`src/rtl/sdg_pkg.sv`:
```
package sdg_pkg;
    typedef enum logic [1:0] {
        PH_ACTIVE = 2'd0,
        PH_FRONT  = 2'd1,
        PH_SYNC   = 2'd2,
        PH_BACK   = 2'd3
    } phase_e;

    typedef enum logic {
        SCR_HIDDEN = 1'b0,
        SCR_SHOWN  = 1'b1
    } screen_e;
endpackage

```
`src/rtl/tim_axis.sv`:
```
module tim_axis
    import sdg_pkg::*;
#(
    parameter int W = 10
) (
    input  logic         clk,
    input  logic         rst_n,
    input  logic         restart,
    input  logic         step,
    input  logic [W-1:0] len_act,
    input  logic [W-1:0] len_fp,
    input  logic [W-1:0] len_sync,
    input  logic [W-1:0] len_back,
    output phase_e       phase,
    output logic         period_end,
    output logic         sync_exit
);
    localparam logic [W-1:0] ONE = W'(1);

    logic [W-1:0] cnt, cnt_nxt, cur_len;
    phase_e       phase_nxt, phase_after;
    logic         last;

    // phase length and successor
    always_comb begin
        unique case (phase)
            PH_ACTIVE: begin cur_len = len_act;  phase_after = PH_FRONT;  end
            PH_FRONT:  begin cur_len = len_fp;   phase_after = PH_SYNC;   end
            PH_SYNC:   begin cur_len = len_sync; phase_after = PH_BACK;   end
            PH_BACK:   begin cur_len = len_back; phase_after = PH_ACTIVE; end
            default:   begin cur_len = len_act;  phase_after = PH_ACTIVE; end
        endcase
        last = (cnt >= cur_len - ONE);
    end

    // next state: restart beats phase done
    always_comb begin
        phase_nxt = phase;
        cnt_nxt   = cnt;
        if (restart) begin
            phase_nxt = PH_ACTIVE;
            cnt_nxt   = '0;
        end else if (step) begin
            if (last) begin
                phase_nxt = phase_after;
                cnt_nxt   = '0;
            end else begin
                cnt_nxt = cnt + ONE;
            end
        end
    end

    // state register
    always_ff @(posedge clk) begin
        if (!rst_n) begin
            phase <= PH_ACTIVE;
            cnt   <= '0;
        end else begin
            phase <= phase_nxt;
            cnt   <= cnt_nxt;
        end
    end

    // derived strobes
    always_comb begin
        period_end = !restart && step && last && (phase == PH_BACK);
        sync_exit  = (phase == PH_SYNC) && (phase_nxt != PH_SYNC);
    end

    assert_front_goes_to_sync_R1: assert property (@(posedge clk) disable iff (!rst_n)
        (phase == PH_FRONT && !restart) |=> (phase == PH_FRONT || phase == PH_SYNC));

    assert_holds_without_step_R2: assert property (@(posedge clk) disable iff (!rst_n)
        (!step && !restart) |=> ($stable(phase) && $stable(cnt)));

    assert_restart_reaches_origin_R7: assert property (@(posedge clk) disable iff (!rst_n)
        restart |=> (phase == PH_ACTIVE && cnt == '0));
endmodule

```
`src/rtl/scr_gate.sv`:
```
module scr_gate
    import sdg_pkg::*;
(
    input  logic clk,
    input  logic rst_n,
    input  logic sync_set,
    input  logic disp_start,
    output logic shown
);
    screen_e state, state_nxt;

    always_comb begin
        state_nxt = state;
        unique case (state)
            SCR_HIDDEN: if (disp_start && !sync_set) state_nxt = SCR_SHOWN;
            SCR_SHOWN:  if (sync_set)                state_nxt = SCR_HIDDEN;
            default:                                 state_nxt = SCR_HIDDEN;
        endcase
    end

    always_ff @(posedge clk) begin
        if (!rst_n) state <= SCR_HIDDEN;
        else        state <= state_nxt;
    end

    always_comb shown = (state == SCR_SHOWN);

    assert_set_hides_R5: assert property (@(posedge clk) disable iff (!rst_n)
        sync_set |=> !shown);

    assert_start_shows_R5: assert property (@(posedge clk) disable iff (!rst_n)
        (disp_start && !sync_set) |=> shown);
endmodule

```
`src/rtl/rfsh_ctr.sv`:
```
module rfsh_ctr #(
    parameter int RW = 9
) (
    input  logic          clk,
    input  logic          rst_n,
    input  logic          dram_mode,
    input  logic          sync_exit,
    input  logic [RW:0]   rows,
    output logic [RW-1:0] addr
);
    localparam logic [RW:0] ONE_W = (RW+1)'(1);

    logic [RW:0] rows_m1;
    logic        wrap;

    always_comb begin
        rows_m1 = rows - ONE_W;
        wrap    = ({1'b0, addr} >= rows_m1);
    end

    always_ff @(posedge clk) begin
        if (!rst_n) begin
            addr <= '0;
        end else if (dram_mode && sync_exit) begin
            addr <= wrap ? '0 : addr + RW'(1);
        end
    end

    assert_frozen_outside_dram_R9: assert property (@(posedge clk) disable iff (!rst_n)
        !dram_mode |=> $stable(addr));
endmodule

```
`src/rtl/sync_display_gen.sv`:
```
module sync_display_gen
    import sdg_pkg::*;
#(
    parameter int HW = 10,
    parameter int VW = 10,
    parameter int RW = 9
) (
    input  logic          clk,
    input  logic          rst_n,
    input  logic          master_mode,
    input  logic          dram_mode,
    input  logic          sync_set,
    input  logic          disp_start,
    input  logic [HW-1:0] h_active,
    input  logic [HW-1:0] h_front,
    input  logic [HW-1:0] h_sync,
    input  logic [HW-1:0] h_back,
    input  logic [VW-1:0] v_active,
    input  logic [VW-1:0] v_front,
    input  logic [VW-1:0] v_sync,
    input  logic [VW-1:0] v_back,
    input  logic [RW:0]   refresh_rows,
    input  logic          vsync_i,
    output logic          hsync_o,
    output logic          vsync_o,
    output logic          vsync_oe,
    output logic          blank_o,
    output logic          refresh_valid,
    output logic          draw_hold,
    output logic [RW-1:0] refresh_addr
);
    phase_e h_phase, v_phase;
    logic   line_end, frame_end, h_sync_exit, v_sync_exit_unused;
    logic   vs_q, slave_edge, restart, shown;

    // edge detector on the shared vertical line
    always_ff @(posedge clk) begin
        if (!rst_n) vs_q <= 1'b0;
        else        vs_q <= vsync_i;
    end

    always_comb begin
        slave_edge = !master_mode && vsync_i && !vs_q;
        restart    = sync_set || slave_edge;
    end

    tim_axis #(.W(HW)) i_h_axis (
        .clk        (clk),
        .rst_n      (rst_n),
        .restart    (restart),
        .step       (1'b1),
        .len_act    (h_active),
        .len_fp     (h_front),
        .len_sync   (h_sync),
        .len_back   (h_back),
        .phase      (h_phase),
        .period_end (line_end),
        .sync_exit  (h_sync_exit)
    );

    tim_axis #(.W(VW)) i_v_axis (
        .clk        (clk),
        .rst_n      (rst_n),
        .restart    (restart),
        .step       (line_end),
        .len_act    (v_active),
        .len_fp     (v_front),
        .len_sync   (v_sync),
        .len_back   (v_back),
        .phase      (v_phase),
        .period_end (frame_end),
        .sync_exit  (v_sync_exit_unused)
    );

    scr_gate i_scr_gate (
        .clk        (clk),
        .rst_n      (rst_n),
        .sync_set   (sync_set),
        .disp_start (disp_start),
        .shown      (shown)
    );

    rfsh_ctr #(.RW(RW)) i_rfsh_ctr (
        .clk       (clk),
        .rst_n     (rst_n),
        .dram_mode (dram_mode),
        .sync_exit (h_sync_exit),
        .rows      (refresh_rows),
        .addr      (refresh_addr)
    );

    // output process
    always_comb begin
        hsync_o       = (h_phase == PH_SYNC);
        vsync_o       = (v_phase == PH_SYNC);
        vsync_oe      = master_mode;
        blank_o       = !shown || (h_phase != PH_ACTIVE) || (v_phase != PH_ACTIVE);
        refresh_valid = dram_mode && hsync_o;
        draw_hold     = dram_mode && hsync_o;
    end

    assert_hblank_R3: assert property (@(posedge clk) disable iff (!rst_n)
        (h_phase != PH_ACTIVE) |-> blank_o);

    assert_vblank_R4: assert property (@(posedge clk) disable iff (!rst_n)
        (v_phase != PH_ACTIVE) |-> blank_o);

    assert_frame_wraps_to_active_R2: assert property (@(posedge clk) disable iff (!rst_n)
        (frame_end && !restart) |=> (v_phase == PH_ACTIVE));

    assert_refresh_only_in_sync_R8: assert property (@(posedge clk) disable iff (!rst_n)
        refresh_valid |-> (hsync_o && draw_hold));

    assert_addr_steady_in_sync_R9: assert property (@(posedge clk) disable iff (!rst_n)
        hsync_o |=> (!hsync_o || $stable(refresh_addr)));

    assert_v_sync_exit_seen_R2: assert property (@(posedge clk) disable iff (!rst_n)
        (v_sync_exit_unused && !restart) |=> (v_phase == PH_BACK));
endmodule

```
`config.mk`:
```
export PLATFORM = sky130hd
export DESIGN_NAME = sync_display_gen
export DESIGN_NICKNAME = d
export VERILOG_FILES = /design/src/rtl/sdg_pkg.sv /design/src/rtl/tim_axis.sv /design/src/rtl/scr_gate.sv /design/src/rtl/rfsh_ctr.sv /design/src/rtl/sync_display_gen.sv
export SDC_FILE = /design/constraint.sdc
export NUM_CORES = 1
export LEC_CHECK = 0
export ABC_AREA = 1
export BUFFER_PORTS_ARGS = -buffer_cell sky130_fd_sc_hd__buf_2
export CORE_UTILIZATION = 30
export CTS_BUF_LIST = sky130_fd_sc_hd__clkbuf_16
export CTS_CLUSTER_SIZE = 8
export DETAILED_ROUTE_END_ITERATION = 8
export SLEW_MARGIN = 20
export SYNTH_ARGS = -nofsm -noshare
export SYNTH_HDL_FRONTEND = slang
export SYNTH_HIERARCHICAL = 1
export SYNTH_SLANG_ARGS = --single-unit
```
`constraint.sdc`:
```
create_clock -name clk -period 9.1 [get_ports clk]
set_input_delay 0.455 -clock clk [delete_from_list [all_inputs] [get_ports clk]]
set_output_delay 0.455 -clock clk [all_outputs]
set_load 0.1 [all_outputs]
```
==> results of run 1 <==
## worst paths after layout
check                endpoint  slack, ps  depth (start not counted)
min reg2reg  i_scr_gate/shown        490                          2
max           i_v_axis/cnt[9]       4600                         25
min                      vs_q        390                          3
max reg2reg   i_v_axis/cnt[9]       4600                         25
## worst reg2reg max path: stages (launching register included)
cell and delay, ps:
dfxtp_1 450, inv_1 100, ha_1 260, inv_2 300
nand4_1 160, o21ai_2 120, ha_1 210, inv_1 70
nor2_1 160, nand2_1 90, xor2_1 160, inv_1 60
ha_1 260, nand2_1 60, nor2_1 150, nand3_1 100
nand3_1 150, nand2_1 130, nor2_1 430, nand2_1 150
nor2_2 170, nand4_1 120, nor2_1 180, nand2_1 90
nor3b_1 180, nor3_1 60
## routing by layer
metal / wire length, um / vias to the layer above / global-route usage
met2: 4133 / 85 / 0.2704
li1: - / 1991 / -
met3: 328 / 6 / 0.02322
met1: 4106 / 1591 / 0.1733
met4: 68 / 0 / 0.03644
met5: 0 / - / 0
## flip-flops by register name, indices dropped and copies added (netlist names)
signal,count
vs_q,1
i_h_axis/phase,2
i_scr_gate/shown,1
i_rfsh_ctr/addr,9
i_v_axis/cnt,10
i_h_axis/cnt,10
i_v_axis/phase,2
## final cells by class
cell class              instances  area (um^2)  area share
clock buffers                   5        125.1     0.02805
clock inverters                 3        38.79    0.008696
inverters                      75        281.5     0.06311
multi-input cells             433         2580      0.5784
flip-flops and latches         35        700.7      0.1571
well taps                     143        178.9     0.04011
repair buffers                111        555.5      0.1245
## stage by stage
step	area (um^2)	hold slack, ps
6_report	4461	390.7
5_1_grt	4461	395.3
4_1_cts	4461	386.3
3_5_place_dp	4297	484.3
3_3_place_gp	4297	473.3
2_1_floorplan	3657	452.2
## cells in the final DEF, fill, tap and decap left out, types with 7 or more instances in the layout
cell type / instances
nand2_1: 163
buf_2: 111
inv_1: 73
nor2_1: 65
ha_1: 43
dfxtp_1: 35
nand3_1: 24
xor2_1: 19
a21oi_1: 17
xnor2_1: 12
nor3_1: 10
nand4_1: 9
nor3b_1: 8
nand2_2: 7
## report_power, final
group | leakage (uW) | switching [uW] | internal (uW)
clock | 0.0000812 | 62.1 | 128
combinational | 0.00176 | 38.7 | 31.7
sequential | 0.000282 | 0.428 | 154
==> out/results.ini, run 1 <==
[floorplanning]
core_area_um2 = 11660
rows = 39
die_w_um = 112.4
die_area_um2 = 12640
start_util = 0.3136
pin_count = 112
dieHeight_um = 112.4

[grt]
grt_pass1_vias = 3661
grt_overflow_total = 0
antenna_found_initial = 0
grt_use_total = 0.1454
grt_max_degree = 18
grt_pass1_wl_um = 15440

[cts]
post_cts_resized = 0
clock-root-buffer = clkbuf_16
cts_max_level = 2
clkSinkCount = 35
ctsHoldBuffers = 0
worstSkewPairLatency_ps = 280
clk_path_buf_depth = 2
cts_tree = done
clkSlewWorstSetupHoldPaths_ps = 50
cts_setup_buffers = 0
cts-buffers-inserted = 5

[power_and_ir_drop]
vdd_ir_drop_max_mv = 0.07458
total_power_uw = 414.6
leakage_uw = 0.002128
powerDensity_nw_per_um2 = 92.94

[job]
maxCapViolCount = 0

[placement]
dp_cells = 797
routabilityCongestion = 0.8806
post-place-ws_ps = 4638
port_buffers = 111
place_hpwl_um = 7395

[timing]
period_share = 0.4946
relSlewSlack = 0.6552
setup_viol_count_final = 0
fin_ws_ps = 4600
fin_tns_setup_ps = 0
slew_viol_final = 0
finClkSkew_ps = 5.862
hold_viol_final = 0
tightest_slew_ps = 515.3
period_needed_ps = 4500
fmax_mhz = 222.2
rsz0062_at_grt = no

[setup_path]
cp-startpoint = i_h_axis/phase[1]
cp_max_fo = 17
critPathTopFamily = simple AND/OR/NAND/NOR gates
slowest_delay_ps = 450
cp.required_ps = 9260
crit_buf_inv = 4
regToRegStartpoint = i_h_axis/phase[1]
crit_slowest_cell = dfxtp_1
endpoint_kind = flop
arrival_ps = 4660
crit_path_start_kind = flop
crit_path_frequent_cell = nand2_1
critPathKind = flop to flop

[logic_synthesis]
synth_area_um2 = 3657
syn_area_per_cell_um2 = 6.590
syn_inst = 555
syn_nets = 695
synth_warnings = 6

[cells_and_area]
nNetsFinal = 801
fin_util = 0.3825
drive_above_1_share = 0.2387
diodes = 0
syn_to_final_growth_pct = 21.96
stdcell_count = 805
nFillCells = 1227

[worst_hold_path]
hold_class = primary input to flop
min_from = vsync_i

[route]
firstDrtPassIters = 4
routed_wl_um = 8636
vias_per_cell = 4.563
vias = 3673
remaining_drc_errors = 0
drtIter0Drc = 112
wl_per_cell_um = 10.73
ant_nets = 0

[outcome]
status = finished, final reports clean

Power figures use the tool's default switching activity.
==> inputs of run 2 (changes only) <==
==> constraint.sdc (replaced) <==
create_clock -name clk -period 4.45 [get_ports clk]
set_input_delay 0.2225 -clock clk [delete_from_list [all_inputs] [get_ports clk]]
set_output_delay 0.2225 -clock clk [all_outputs]
set_load 0.1 [all_outputs]
==> out/results.ini, run 2 (synthesis gave the netlist of run 1 again) <==
[timing]
fin_ws_ps = 477.6
rsz0062_at_grt = no
finClkSkew_ps = 10.51
slew_viol_final = 0
hold_viol_final = 0
fmax_mhz = 251.7
period_needed_ps = 3972
period_share = 0.8927
setup_viol_count_final = 0
fin_tns_setup_ps = 0

[setup_path]
cp.required_ps = 4620
timing.rr.end = i_rfsh_ctr/addr[6]
crit_path_start_kind = flop
crit_path_frequent_cell = nand2_1
r2r_cells = 27
cp-startpoint = i_h_axis/phase[0]
endpoint = i_rfsh_ctr/addr[6]
r2r_slack_ps = 480
arrival_ps = 4140
crit_slowest_cell = dfxtp_2
critPathKind = flop to flop
regToRegStartpoint = i_h_axis/phase[0]
cp_max_fo = 17
slowest_delay_ps = 340
endpoint_kind = flop

[grt]
grt_pass1_wl_um = 15020
antenna_found_initial = 0
top_usage_layer = met2
grt_pass1_vias = 3514
grt_max_degree = 18
met1_usage = 0.1741
grt_use_total = 0.1433
use_met2 = 0.2588
gr-usage-met3 = 0.02430
grt_overflow_total = 0

[route]
drtIter0Drc = 102
firstDrtPassIters = 4
routed_wl_um = 8757
remaining_drc_errors = 0
wl_per_cell_um = 10.86
vias_per_cell = 4.557
ant_nets = 0
vias = 3673

[placement]
post-place-ws_ps = 266.2
port_buffers = 111
routabilityCongestion = 0.8321
postPlaceCellArea_um2 = 4304
dp_cells = 798
place_hpwl_um = 7491

[power_and_ir_drop]
leakage_uw = 0.002138
powerDensity_nw_per_um2 = 202.1
vdd_ir_drop_max_mv = 0.1865

[cts]
cts_max_level = 2
clkSlewWorstSetupHoldPaths_ps = 60
clock-root-buffer = clkbuf_16
worstSkewPairLatency_ps = 280
clk_path_buf_depth = 2
clkSinkCount = 35
ctsHoldBuffers = 0
cts_tree = done
cts_setup_buffers = 0
cts-buffers-inserted = 5

[cells_and_area]
syn_to_final_growth_pct = 23.37
diodes = 0
nNetsFinal = 802
final_area_um2 = 4512
drive_above_1_share = 0.2489
final_common_cell = nand2_1
top_regs = i_h_axis/cnt (10), i_v_axis/cnt (10), i_rfsh_ctr/addr (9)
final_cell_mix = nand2_1, buf_2, inv_1
stdcell_count = 806

[floorplanning]
die_w_um = 112.4
dieHeight_um = 112.4
rows = 39
die_area_um2 = 12640
start_util = 0.3136
core_area_um2 = 11660
pin_count = 112

[job]
maxCapViolCount = 0

[worst_hold_path]
hold_class = primary input to flop
hold_depth = 3

[outcome]
status = finished, final reports clean

-- run 2: cell type report --
| type | instances | area (um^2) |
|---|---|---|
| Clock buffer | 5 | 125.1 |
| Clock inverter | 3 | 67.56 |
| Fill cell | 1223 | 7151 |
| Inverter | 75 | 286.5 |
| Multi-Input combinational cell | 433 | 2587 |
| Sequential cell | 35 | 703.2 |
| Tap cell | 143 | 178.9 |
| Timing Repair Buffer | 112 | 563.0 |
-- run 2: worst min-delay path by stage --
| stage | from | end | slack (ps) |
|---|---|---|---|
| after floorplan | vsync_i | vs_q | 320 |
| after global placement | vsync_i | vs_q | 430 |
| after detailed placement | vsync_i | vs_q | 440 |
| after CTS | vsync_i | vs_q | 150 |
| after global routing | vsync_i | vs_q | 170 |
| final | vsync_i | vs_q | 150 |
-- run 2: worst max-delay path: cells and delay by family, from the launching register on --
kind,cells,cell delay [ps]
buffers and inverters,4,380
adder cells (fa/ha/maj),3,730
XOR/XNOR,2,280
AND/OR/NAND/NOR,16,1690
AO/OA/AOI/OAI,2,420
flip-flops,1,340
-- run 2: through the flow --
step             util  total power [uW]  hold WS (ps)
5_1_grt        0.3869             958.7         167.6
4_1_cts        0.3856             925.2         149.9
6_report       0.3869             912.1         153.7
3_3_place_gp   0.3691             463.1         429.6
2_1_floorplan       -             402.4         316.0
3_5_place_dp   0.3691             466.1         437.4
-- run 2: where the power goes --
group / total, uW / internal [uW] / switching, uW / leakage (uW)
sequential: 316 / 315 / 0.984 / 0.000283
combinational: 143 / 64.9 / 78.6 / 0.00176
clock: 453 / 321 / 132 / 0.0000900
-- run 2: what timing repair did --
action / 4_1_cts / 5_1_grt
endpoints found under the hold margin: 0 / 0
setup endpoints to repair: 0 / 8
gates resized for setup: 0 / 8
-- run 2: per-layer routing --
| layer | vias to the layer above | wire [um] |
|---|---|---|
| li1 | 1984 | - |
| met1 | 1599 | 4075 |
| met2 | 83 | 4156 |
| met3 | 7 | 428 |
| met4 | 0 | 97 |
| met5 | - | 0 |
